`src/rtl/blkseq_pkg.sv`:
```
package blkseq_pkg;

  typedef enum logic [2:0] {
    ST_IDLE = 3'd0,
    ST_LOAD = 3'd1,
    ST_WAIT = 3'd2,
    ST_PLAY = 3'd3,
    ST_JUMP = 3'd4,
    ST_DONE = 3'd5
  } seq_state_e;

  // fixed condition indices
  localparam int unsigned COND_ALWAYS = 0;
  localparam int unsigned COND_NEVER  = 1;

endpackage

```
`src/rtl/blkseq_linemem.sv`:
```
module blkseq_linemem #(
  parameter int LINE_AW   = 4,
  parameter int TGT_W     = 4,
  parameter int REP_W     = 16,
  parameter int CW        = 2,
  parameter int SSEL_W    = 2
) (
  input  logic              clk,
  input  logic              we,
  input  logic [LINE_AW-1:0] waddr,
  input  logic              w_call,
  input  logic              w_ret,
  input  logic [TGT_W-1:0]  w_tgt,
  input  logic [REP_W-1:0]  w_rep,
  input  logic              w_inf,
  input  logic [CW-1:0]     w_wcond,
  input  logic [SSEL_W-1:0] w_ssel,
  input  logic              w_sval,
  input  logic [CW-1:0]     w_jcond,
  input  logic [LINE_AW-1:0] w_jline,
  input  logic [LINE_AW-1:0] raddr,
  output logic              r_call,
  output logic              r_ret,
  output logic [TGT_W-1:0]  r_tgt,
  output logic [REP_W-1:0]  r_rep,
  output logic              r_inf,
  output logic [CW-1:0]     r_wcond,
  output logic [SSEL_W-1:0] r_ssel,
  output logic              r_sval,
  output logic [CW-1:0]     r_jcond,
  output logic [LINE_AW-1:0] r_jline
);
  localparam int DEPTH = 2 ** LINE_AW;

  logic              call_m  [DEPTH];
  logic              ret_m   [DEPTH];
  logic [TGT_W-1:0]  tgt_m   [DEPTH];
  logic [REP_W-1:0]  rep_m   [DEPTH];
  logic              inf_m   [DEPTH];
  logic [CW-1:0]     wcond_m [DEPTH];
  logic [SSEL_W-1:0] ssel_m  [DEPTH];
  logic              sval_m  [DEPTH];
  logic [CW-1:0]     jcond_m [DEPTH];
  logic [LINE_AW-1:0] jline_m [DEPTH];

  // storage array: no reset, written only on strobe
  always_ff @(posedge clk) begin
    if (we) begin
      call_m[waddr]  <= w_call;
      ret_m[waddr]   <= w_ret;
      tgt_m[waddr]   <= w_tgt;
      rep_m[waddr]   <= w_rep;
      inf_m[waddr]   <= w_inf;
      wcond_m[waddr] <= w_wcond;
      ssel_m[waddr]  <= w_ssel;
      sval_m[waddr]  <= w_sval;
      jcond_m[waddr] <= w_jcond;
      jline_m[waddr] <= w_jline;
    end
  end

  always_comb begin
    r_call  = call_m[raddr];
    r_ret   = ret_m[raddr];
    r_tgt   = tgt_m[raddr];
    r_rep   = rep_m[raddr];
    r_inf   = inf_m[raddr];
    r_wcond = wcond_m[raddr];
    r_ssel  = ssel_m[raddr];
    r_sval  = sval_m[raddr];
    r_jcond = jcond_m[raddr];
    r_jline = jline_m[raddr];
  end

endmodule

```
`src/rtl/blkseq_blktab.sv`:
```
module blkseq_blktab #(
  parameter int BLK_AW = 3,
  parameter int AW     = 12
) (
  input  logic              clk,
  input  logic              we,
  input  logic [BLK_AW-1:0] waddr,
  input  logic [AW-1:0]     w_start,
  input  logic [AW-1:0]     w_last,
  input  logic [BLK_AW-1:0] raddr,
  output logic [AW-1:0]     r_start,
  output logic [AW-1:0]     r_last
);
  localparam int NBLK = 2 ** BLK_AW;

  logic [AW-1:0] start_m [NBLK];
  logic [AW-1:0] last_m  [NBLK];

  always_ff @(posedge clk) begin
    if (we) begin
      start_m[waddr] <= w_start;
      last_m[waddr]  <= w_last;
    end
  end

  assign r_start = start_m[raddr];
  assign r_last  = last_m[raddr];

endmodule

```
`src/rtl/blkseq_condtab.sv`:
```
module blkseq_condtab
  import blkseq_pkg::*;
#(
  parameter int EV_W = 8,
  parameter int CW   = 2
) (
  input  logic            clk,
  input  logic            we,
  input  logic [CW-1:0]   w_idx,
  input  logic [EV_W-1:0] w_pat,
  input  logic            w_val,
  input  logic [EV_W-1:0] ev,
  input  logic [CW-1:0]   idx_a,
  input  logic [CW-1:0]   idx_b,
  output logic            hit_a,
  output logic            hit_b
);
  localparam int NIDX  = 2 ** CW;
  localparam int NPAT  = 2 ** EV_W;

  logic [NIDX-1:0] hit_v;

  assign hit_v[COND_ALWAYS] = 1'b1;
  assign hit_v[COND_NEVER]  = 1'b0;

  for (genvar g = 2; g < NIDX; g++) begin : g_tbl
    logic [NPAT-1:0] row;
    always_ff @(posedge clk) begin
      if (we && (w_idx == CW'(g))) begin
        row[w_pat] <= w_val;
      end
    end
    assign hit_v[g] = row[ev];
  end

  assign hit_a = hit_v[idx_a];
  assign hit_b = hit_v[idx_b];

endmodule

```
`src/rtl/blkseq_addrgen.sv`:
```
module blkseq_addrgen #(
  parameter int AW    = 12,
  parameter int REP_W = 16
) (
  input  logic             clk,
  input  logic             rst_n,
  input  logic             load,
  input  logic             adv,
  input  logic [AW-1:0]    base_in,
  input  logic [AW-1:0]    span_in,
  input  logic [REP_W-1:0] rep_in,
  input  logic             inf_in,
  output logic [AW-1:0]    addr,
  output logic             last_vec
);
  logic [AW-1:0]    addr_q, addr_d;
  logic [AW-1:0]    off_q, off_d;
  logic [AW-1:0]    base_q, span_q;
  logic [REP_W-1:0] rep_q, rep_d;
  logic             inf_q;
  logic             wrap;

  assign wrap     = (off_q == span_q);
  assign last_vec = wrap && (rep_q == '0) && !inf_q;
  assign addr     = addr_q;

  always_comb begin
    addr_d = addr_q;
    off_d  = off_q;
    rep_d  = rep_q;
    if (load) begin
      addr_d = base_in;
      off_d  = '0;
      rep_d  = rep_in;
    end else if (adv && !last_vec) begin
      if (wrap) begin
        addr_d = base_q;
        off_d  = '0;
        if (!inf_q) rep_d = rep_q - 1'b1;
      end else begin
        addr_d = addr_q + 1'b1;
        off_d  = off_q + 1'b1;
      end
    end
  end

  always_ff @(posedge clk or negedge rst_n) begin
    if (!rst_n) begin
      addr_q <= '0;
      off_q  <= '0;
      rep_q  <= '0;
      base_q <= '0;
      span_q <= '0;
      inf_q  <= 1'b0;
    end else begin
      if (load || adv) begin
        addr_q <= addr_d;
        off_q  <= off_d;
        rep_q  <= rep_d;
      end
      if (load) begin
        base_q <= base_in;
        span_q <= span_in;
        inf_q  <= inf_in;
      end
    end
  end

endmodule

```
`src/rtl/blkseq_engine.sv`:
```
module blkseq_engine
  import blkseq_pkg::*;
#(
  parameter int EV_W    = 8,
  parameter int LINE_AW = 4,
  parameter int BLK_AW  = 3,
  parameter int CW      = 2,
  parameter int AW      = 12,
  parameter int REP_W   = 16,
  parameter int NSIG    = 4,
  localparam int SSEL_W = $clog2(NSIG),
  localparam int TGT_W  = (BLK_AW > LINE_AW) ? BLK_AW : LINE_AW
) (
  input  logic               clk,
  input  logic               rst_n,
  input  logic               run_en,
  input  logic [EV_W-1:0]    ev_in,
  input  logic               step_mode,
  input  logic               step_go,
  input  logic               seq_we,
  input  logic [LINE_AW-1:0] seq_waddr,
  input  logic               seq_w_call,
  input  logic               seq_w_ret,
  input  logic [TGT_W-1:0]   seq_w_tgt,
  input  logic [REP_W-1:0]   seq_w_rep,
  input  logic               seq_w_inf,
  input  logic [CW-1:0]      seq_w_wcond,
  input  logic [SSEL_W-1:0]  seq_w_ssel,
  input  logic               seq_w_sval,
  input  logic [CW-1:0]      seq_w_jcond,
  input  logic [LINE_AW-1:0] seq_w_jline,
  input  logic               blk_we,
  input  logic [BLK_AW-1:0]  blk_waddr,
  input  logic [AW-1:0]      blk_w_start,
  input  logic [AW-1:0]      blk_w_last,
  input  logic               cnd_we,
  input  logic [CW-1:0]      cnd_w_idx,
  input  logic [EV_W-1:0]    cnd_w_pat,
  input  logic               cnd_w_val,
  output logic [AW-1:0]      vec_addr,
  output logic               vec_valid,
  output logic [NSIG-1:0]    sig_out,
  output logic               running,
  output logic               done
);

  seq_state_e st_q, st_d;
  logic [LINE_AW-1:0] pc_q, pc_d;
  logic [LINE_AW-1:0] rtn_q, rtn_d;
  logic               sub_q, sub_d;
  logic [NSIG-1:0]    sig_q, sig_d;

  // current line fields
  logic               ln_call, ln_ret, ln_sval, ln_inf;
  logic [TGT_W-1:0]   ln_tgt;
  logic [REP_W-1:0]   ln_rep;
  logic [CW-1:0]      ln_wcond, ln_jcond;
  logic [SSEL_W-1:0]  ln_ssel;
  logic [LINE_AW-1:0] ln_jline;

  logic [AW-1:0] bk_start, bk_last;
  logic          wait_raw, jump_raw, manual;
  logic          wait_ok, jump_ok;
  logic          ag_load, ag_adv, ag_final;

  // fall-through successor of the current line
  logic [LINE_AW-1:0] nx_pc;
  logic               nx_sub;
  logic               nx_end;

  blkseq_linemem #(
    .LINE_AW(LINE_AW), .TGT_W(TGT_W), .REP_W(REP_W), .CW(CW), .SSEL_W(SSEL_W)
  ) u_lines (
    .clk(clk), .we(seq_we), .waddr(seq_waddr),
    .w_call(seq_w_call), .w_ret(seq_w_ret), .w_tgt(seq_w_tgt), .w_rep(seq_w_rep),
    .w_inf(seq_w_inf), .w_wcond(seq_w_wcond), .w_ssel(seq_w_ssel), .w_sval(seq_w_sval),
    .w_jcond(seq_w_jcond), .w_jline(seq_w_jline),
    .raddr(pc_q),
    .r_call(ln_call), .r_ret(ln_ret), .r_tgt(ln_tgt), .r_rep(ln_rep), .r_inf(ln_inf),
    .r_wcond(ln_wcond), .r_ssel(ln_ssel), .r_sval(ln_sval), .r_jcond(ln_jcond),
    .r_jline(ln_jline)
  );

  blkseq_blktab #(.BLK_AW(BLK_AW), .AW(AW)) u_blocks (
    .clk(clk), .we(blk_we), .waddr(blk_waddr),
    .w_start(blk_w_start), .w_last(blk_w_last),
    .raddr(ln_tgt[BLK_AW-1:0]),
    .r_start(bk_start), .r_last(bk_last)
  );

  blkseq_condtab #(.EV_W(EV_W), .CW(CW)) u_conds (
    .clk(clk), .we(cnd_we), .w_idx(cnd_w_idx), .w_pat(cnd_w_pat), .w_val(cnd_w_val),
    .ev(ev_in), .idx_a(ln_wcond), .idx_b(ln_jcond),
    .hit_a(wait_raw), .hit_b(jump_raw)
  );

  blkseq_addrgen #(.AW(AW), .REP_W(REP_W)) u_addr (
    .clk(clk), .rst_n(rst_n), .load(ag_load), .adv(ag_adv),
    .base_in(bk_start), .span_in(bk_last), .rep_in(ln_rep), .inf_in(ln_inf),
    .addr(vec_addr), .last_vec(ag_final)
  );

  assign manual  = step_mode && step_go;
  assign wait_ok = wait_raw || manual;
  assign jump_ok = jump_raw || manual;

  always_comb begin
    nx_pc  = pc_q + 1'b1;
    nx_sub = sub_q;
    nx_end = 1'b0;
    if (ln_ret && sub_q) begin
      nx_pc  = rtn_q;
      nx_sub = 1'b0;
    end else if (pc_q == '1) begin
      nx_pc  = pc_q;
      nx_end = 1'b1;
    end
  end

  // next-state logic
  always_comb begin
    st_d    = st_q;
    pc_d    = pc_q;
    rtn_d   = rtn_q;
    sub_d   = sub_q;
    sig_d   = sig_q;
    ag_load = 1'b0;
    ag_adv  = 1'b0;
    unique case (st_q)
      ST_IDLE: begin
        if (run_en) begin
          pc_d  = '0;
          sub_d = 1'b0;
          sig_d = '0;
          st_d  = ST_LOAD;
        end
      end
      ST_LOAD: begin
        if (ln_call && !sub_q) begin
          rtn_d = pc_q + 1'b1;
          sub_d = 1'b1;
          pc_d  = ln_tgt[LINE_AW-1:0];
        end else if (ln_call) begin
          // second-level call: skipped like an empty line
          pc_d  = nx_pc;
          sub_d = nx_sub;
          st_d  = nx_end ? ST_DONE : ST_LOAD;
        end else begin
          ag_load = 1'b1;
          st_d    = ST_WAIT;
        end
      end
      ST_WAIT: begin
        if (wait_ok) begin
          sig_d[ln_ssel] = ln_sval;
          st_d           = ST_PLAY;
        end
      end
      ST_PLAY: begin
        ag_adv = 1'b1;
        if (ag_final) st_d = ST_JUMP;
      end
      ST_JUMP: begin
        if (jump_ok) begin
          pc_d = ln_jline;
          st_d = ST_LOAD;
        end else begin
          pc_d  = nx_pc;
          sub_d = nx_sub;
          st_d  = nx_end ? ST_DONE : ST_LOAD;
        end
      end
      ST_DONE: st_d = ST_DONE;
      default: st_d = ST_IDLE;
    endcase
    if (!run_en) begin
      st_d   = ST_IDLE;
      ag_adv = 1'b0;
    end
  end

  always_ff @(posedge clk or negedge rst_n) begin
    if (!rst_n) begin
      st_q  <= ST_IDLE;
      pc_q  <= '0;
      rtn_q <= '0;
      sub_q <= 1'b0;
      sig_q <= '0;
    end else begin
      st_q  <= st_d;
      pc_q  <= pc_d;
      rtn_q <= rtn_d;
      sub_q <= sub_d;
      sig_q <= sig_d;
    end
  end

  assign vec_valid = (st_q == ST_PLAY);
  assign running   = (st_q != ST_IDLE) && (st_q != ST_DONE);
  assign done      = (st_q == ST_DONE);
  assign sig_out   = sig_q;

endmodule

```
`config.mk`:
```
export PLATFORM = sky130hd
export DESIGN_NAME = blkseq_engine
export DESIGN_NICKNAME = d
export VERILOG_FILES = /design/src/rtl/blkseq_pkg.sv /design/src/rtl/blkseq_linemem.sv /design/src/rtl/blkseq_blktab.sv /design/src/rtl/blkseq_condtab.sv /design/src/rtl/blkseq_addrgen.sv /design/src/rtl/blkseq_engine.sv
export SDC_FILE = /design/constraint.sdc
export NUM_CORES = 2
export LEC_CHECK = 0
export ABC_AREA = 1
export ABC_CLOCK_PERIOD_IN_PS = 3670
export CORE_MARGIN = 2
export CORE_UTILIZATION = 55
export DETAILED_ROUTE_END_ITERATION = 10
export PLACE_DENSITY = 0.82
export RECOVER_POWER = 100
export SYNTH_ARGS = -nofsm -noshare
export SYNTH_HDL_FRONTEND = slang
export SYNTH_HIERARCHICAL = 1
export SYNTH_SLANG_ARGS = --single-unit
```
`constraint.sdc`:
```
create_clock -name clk -period 3.67 [get_ports clk]
set_input_delay 0.5505 -clock clk [delete_from_list [all_inputs] [get_ports clk]]
set_output_delay 0.5505 -clock clk [all_outputs]
set_load 0.1 [all_outputs]
```
==> out/results.tsv <==
stage	metric	value	unit
power_and_ir_drop	finalPower	43.8	mW
global_routing	grt-busiest-layer	met2	
route	via_per_inst	5.86	
critical_path	crit_buf_inv	3	
logic_synthesis	ys_warn_count	6	
sta	slew_violations	949	
route	first_pass_iters	8	
die	ios	111	
critical_path	path_class	flop to flop	
critical_path	rr_worst_depth	17	
finish	layout-area-overhead-vs-synth	10.4	%
die	core_area	110000	um^2
critical_path	critPathMaxStageDelay	560	ps
critical_path	crit_chain	buf_4 > nand2_1 > nand2_1 > nand2_1 > nand3_1 > nand3_1 > nand2_1 > buf_4 > buf_4 > nand3_1 > nand2_1 > nand2_1 > nand2_1 > nand2_1 > nand2_1 > nand2_1 > nand2_1	
finish	fin_area	67200	um^2
sta	hold_viol_final	0	
sta	period_share	0.935	
critical_path	end_kind	flop	
power_and_ir_drop	seqPwrFrac	0.401	
sta	fmax	292	MHz
power_and_ir_drop	switching_power	15.5	mW
critical_path	worst_path_max_delay_cell	dfrtp_1	
global_routing	grt_first_pass_wirelength	243000	um
clock_tree	numClockSinks	1329	
sta	holdWs	483	ps
critical_path	timing.rr.start	pc_q[0]	
power_and_ir_drop	combPwrFrac	0.291	
worst_hold_path	min_from	u_addr/base_q[5]	
sta	rsz0062_at_grt	false	
die	start_util	0.553	
route	vias	45700	
critical_path	worstPathArrival	4090	ps
logic_synthesis	async_flop_share	0.0609	
route	drtIter0Drc	5985	
clock_tree	cts_buffer_depth	3	
critical_path	cp-startpoint	pc_q[0]	
global_routing	grt_util_met2	0.465	
run_status	status	complete, but fails checks	
sta	tns	0	ps
power_and_ir_drop	power.internal	28.3	mW
critical_path	crit_top_cell	nand2_1	
global_routing	use_met1	0.342	
clock_tree	htreeDepth	4	
placed_design	placed_area	63300	um^2
worst_hold_path	min_to	u_addr/base_q[5]	
logic_synthesis	syn-num-nets	6340	
clock_tree	post_cts_hold_buffer_count	1	
die	die_h	337	um
sta	tightest_slew	2930	ps
global_routing	grt_overflow	0	
global_routing	grt_pass1_vias	44200	
sta	skew	48.6	ps
finish	layout-drive-gt1-share	0.0581	
critical_path	critPathTopFamily	simple AND/OR/NAND/NOR gates	
sta	finalSetupViolations	0	
logic_synthesis	synth-edff-count	1248	
critical_path	r2r_setup_slack	240	ps
finish	final_cell_mix	nand2_1 (1,912), edfxtp_1 (1,248), nand3_1 (1,087)	
clock_tree	cts_tree	done	
logic_synthesis	syn_area_per_cell	9.76	um^2
critical_path	cp_max_fo	34	
die	die_x	337	um
logic_synthesis	postSynthCellCount	6243	
sta	max-slew-margin-rel	-0.955	
worst_hold_path	hold_path.class	flop to flop	
clock_tree	cts_setup_buffers	0	
worst_hold_path	worstHoldPathCells	2	
logic_synthesis	synth-main-ff-cell	edfxtp_1	
critical_path	crit_path_start_kind	flop	
logic_synthesis	syn_area	60900	um^2
logic_synthesis	yosysSeqAreaShare	0.649	
clock_tree	cts.reportedPaths.clkPinSlew	60	ps
finish	fill_cells	8408	
global_routing	gr-usage-met3	0.0560	
clock_tree	insertion_delay	770	ps
route	wl_per_cell	20.4	um
global_routing	grt_use_total	0.278	
finish	finalNetCount	6300	
global_routing	grt_max_degree	257	
power_and_ir_drop	irDropWorstVdd	1010	uV
job	drv_cap	19	
placed_design	dpl.hpwl	84600	um
route	routed_wl	159000	um
power_and_ir_drop	clkPwrFrac	0.308	
clock_tree	cts_resized	0	
route	drc	0	
critical_path	r2r_end	u_addr/addr[2]	
route	drtAntennaViolNets	0	
global_routing	antenna_found_initial	11	
clock_tree	cts_buffers	134	
clock_tree	root_buffer	clkbuf_16	
die	die-area	113000	um^2
run_status	violations	max-capacitance violations, max-slew violations	
logic_synthesis	synth_cell_type_count	37	
placed_design	gp_congestion	0.858	
placed_design	port_buffers	110	
finish	mostFrequentLayoutCell	nand2_1	
power_and_ir_drop	p_leak	26.7	nW
sta	period_needed	3430	ps
logic_synthesis	ys_ff_latch	1329	
die	rows	122	
power_and_ir_drop	swShare	0.353	
power_and_ir_drop	power_density	651	nW/um^2
critical_path	worstPathRequired	4330	ps
-- flip-flops by register name, indices dropped and copies added (netlist names), 4 cells and up --
signal and cells:
pc_q 4, rtn_q 4, sig_out 4, u_addr/addr 12, u_addr/base_q 12, u_addr/off_q 12, u_addr/rep_q 16, u_addr/span_q 12
u_blocks/last_m 96, u_blocks/start_m 96, u_conds/g_tbl.row 512, u_lines/call_m 16, u_lines/inf_m 16, u_lines/jcond_m 32, u_lines/jline_m 64, u_lines/rep_m 256
u_lines/ret_m 16, u_lines/ssel_m 32, u_lines/sval_m 16, u_lines/tgt_m 64, u_lines/wcond_m 32
-- worst reg2reg max path: stages (launching register included) --
cell and delay (ps):
dfrtp_1 560, buf_4 450, nand2_1 130, nand2_1 90, nand2_1 50, nand3_1 100
nand3_1 120, nand2_1 250, buf_4 340, buf_4 490, nand3_1 160, nand2_1 90
nand2_1 50, nand2_1 130, nand2_1 100, nand2_1 90, nand2_1 50, nand2_1 80
-- final cells by class --
type,instances,area [um^2],area share
sequential,1329,39500,0.588
multi-input combinational,3760,16600,0.246
clock buffer,166,3550,0.0527
inverter,722,2730,0.0406
timing repair buffer,256,2280,0.0338
tap,1488,1860,0.0277
clock inverter,69,743,0.0111
antenna,4,10.0,0.000149
-- kinds of logic (layout without fill, tap and decap cells) --
kind of cell / after synthesis / after routing / synth area share
AND/OR/NAND/NOR: 3667 / 3667 / 0.261
flip-flops: 1329 / 1329 / 0.649
buffers and inverters: 1154 / 1213 / 0.0801
AO/OA/AOI/OAI: 73 / 73 / 0.00688
XOR/XNOR: 15 / 15 / 0.00216
adder cells (fa/ha/maj): 5 / 5 / 0.00103
other: 0 / 4 / 0
-- through the flow --
step	utilization	std cells	setup slack, ps
global placement	0.574	7554	237
finish	0.610	7794	240
detailed placement	0.574	7554	182
CTS	0.613	7790	392
global route	0.610	7793	103
floorplan	-	6243	86.9
-- routing by layer --
| metal | wire length, um | vias up | share of wire |
|---|---|---|---|
| li1 | - | 20700 | - |
| met1 | 55900 | 21600 | 0.35 |
| met2 | 77800 | 2803 | 0.49 |
| met3 | 17400 | 562 | 0.11 |
| met4 | 7810 | 14 | 0.049 |
| met5 | 90 | - | 0.00057 |
-- cells in the mapped netlist (4+ instances only) --
master    count  share of area
nand3_1    1088          0.089
nor2_1      106         0.0065
buf_4        27         0.0033
nand3b_1      4        0.00049
o21ai_0      46         0.0038
dfrtp_1      81          0.033
nand2_2       4        0.00041
inv_1       700          0.043
edfxtp_1   1248           0.62
nand4_1      13         0.0013
inv_2        17         0.0010
a21oi_1       8        0.00066
o211ai_1      5        0.00062
or2_2         6        0.00062
nor3_1      524          0.043
a31oi_1       6        0.00062
buf_6        33         0.0061
ha_1          5         0.0010
xor2_1        9         0.0013
buf_2       145          0.012
xnor2_1       6        0.00086
buf_1        52         0.0032
clkbuf_1    174          0.011
nand2_1    1913           0.12
-- power groups by stage --
stage | Sequential [mW] | Clock (mW) | Combinational [mW]
after floorplan | 18.1 | 0 | 8.29
after global placement | 17.8 | 0 | 12.1
after detailed placement | 17.8 | 0 | 12.5
after CTS | 17.5 | 13.6 | 12.7
after global routing | 17.6 | 14.2 | 13.9
final | 17.6 | 13.5 | 12.7
-- how the worst max path moves through the flow --
stage / endpoint / slack, ps / cells after the start
4_1_cts: u_addr/rep_q[4] / 390 / 14
3_5_place_dp: st_q[0] / 180 / 20
2_1_floorplan: u_lines/call_m[4] / 90 / 2
3_3_place_gp: pc_q[0] / 240 / 24
5_1_grt: u_addr/addr[2] / 100 / 17
6_report: u_addr/addr[2] / 240 / 17
No activity file was read; power rests on OpenSTA's default activity.
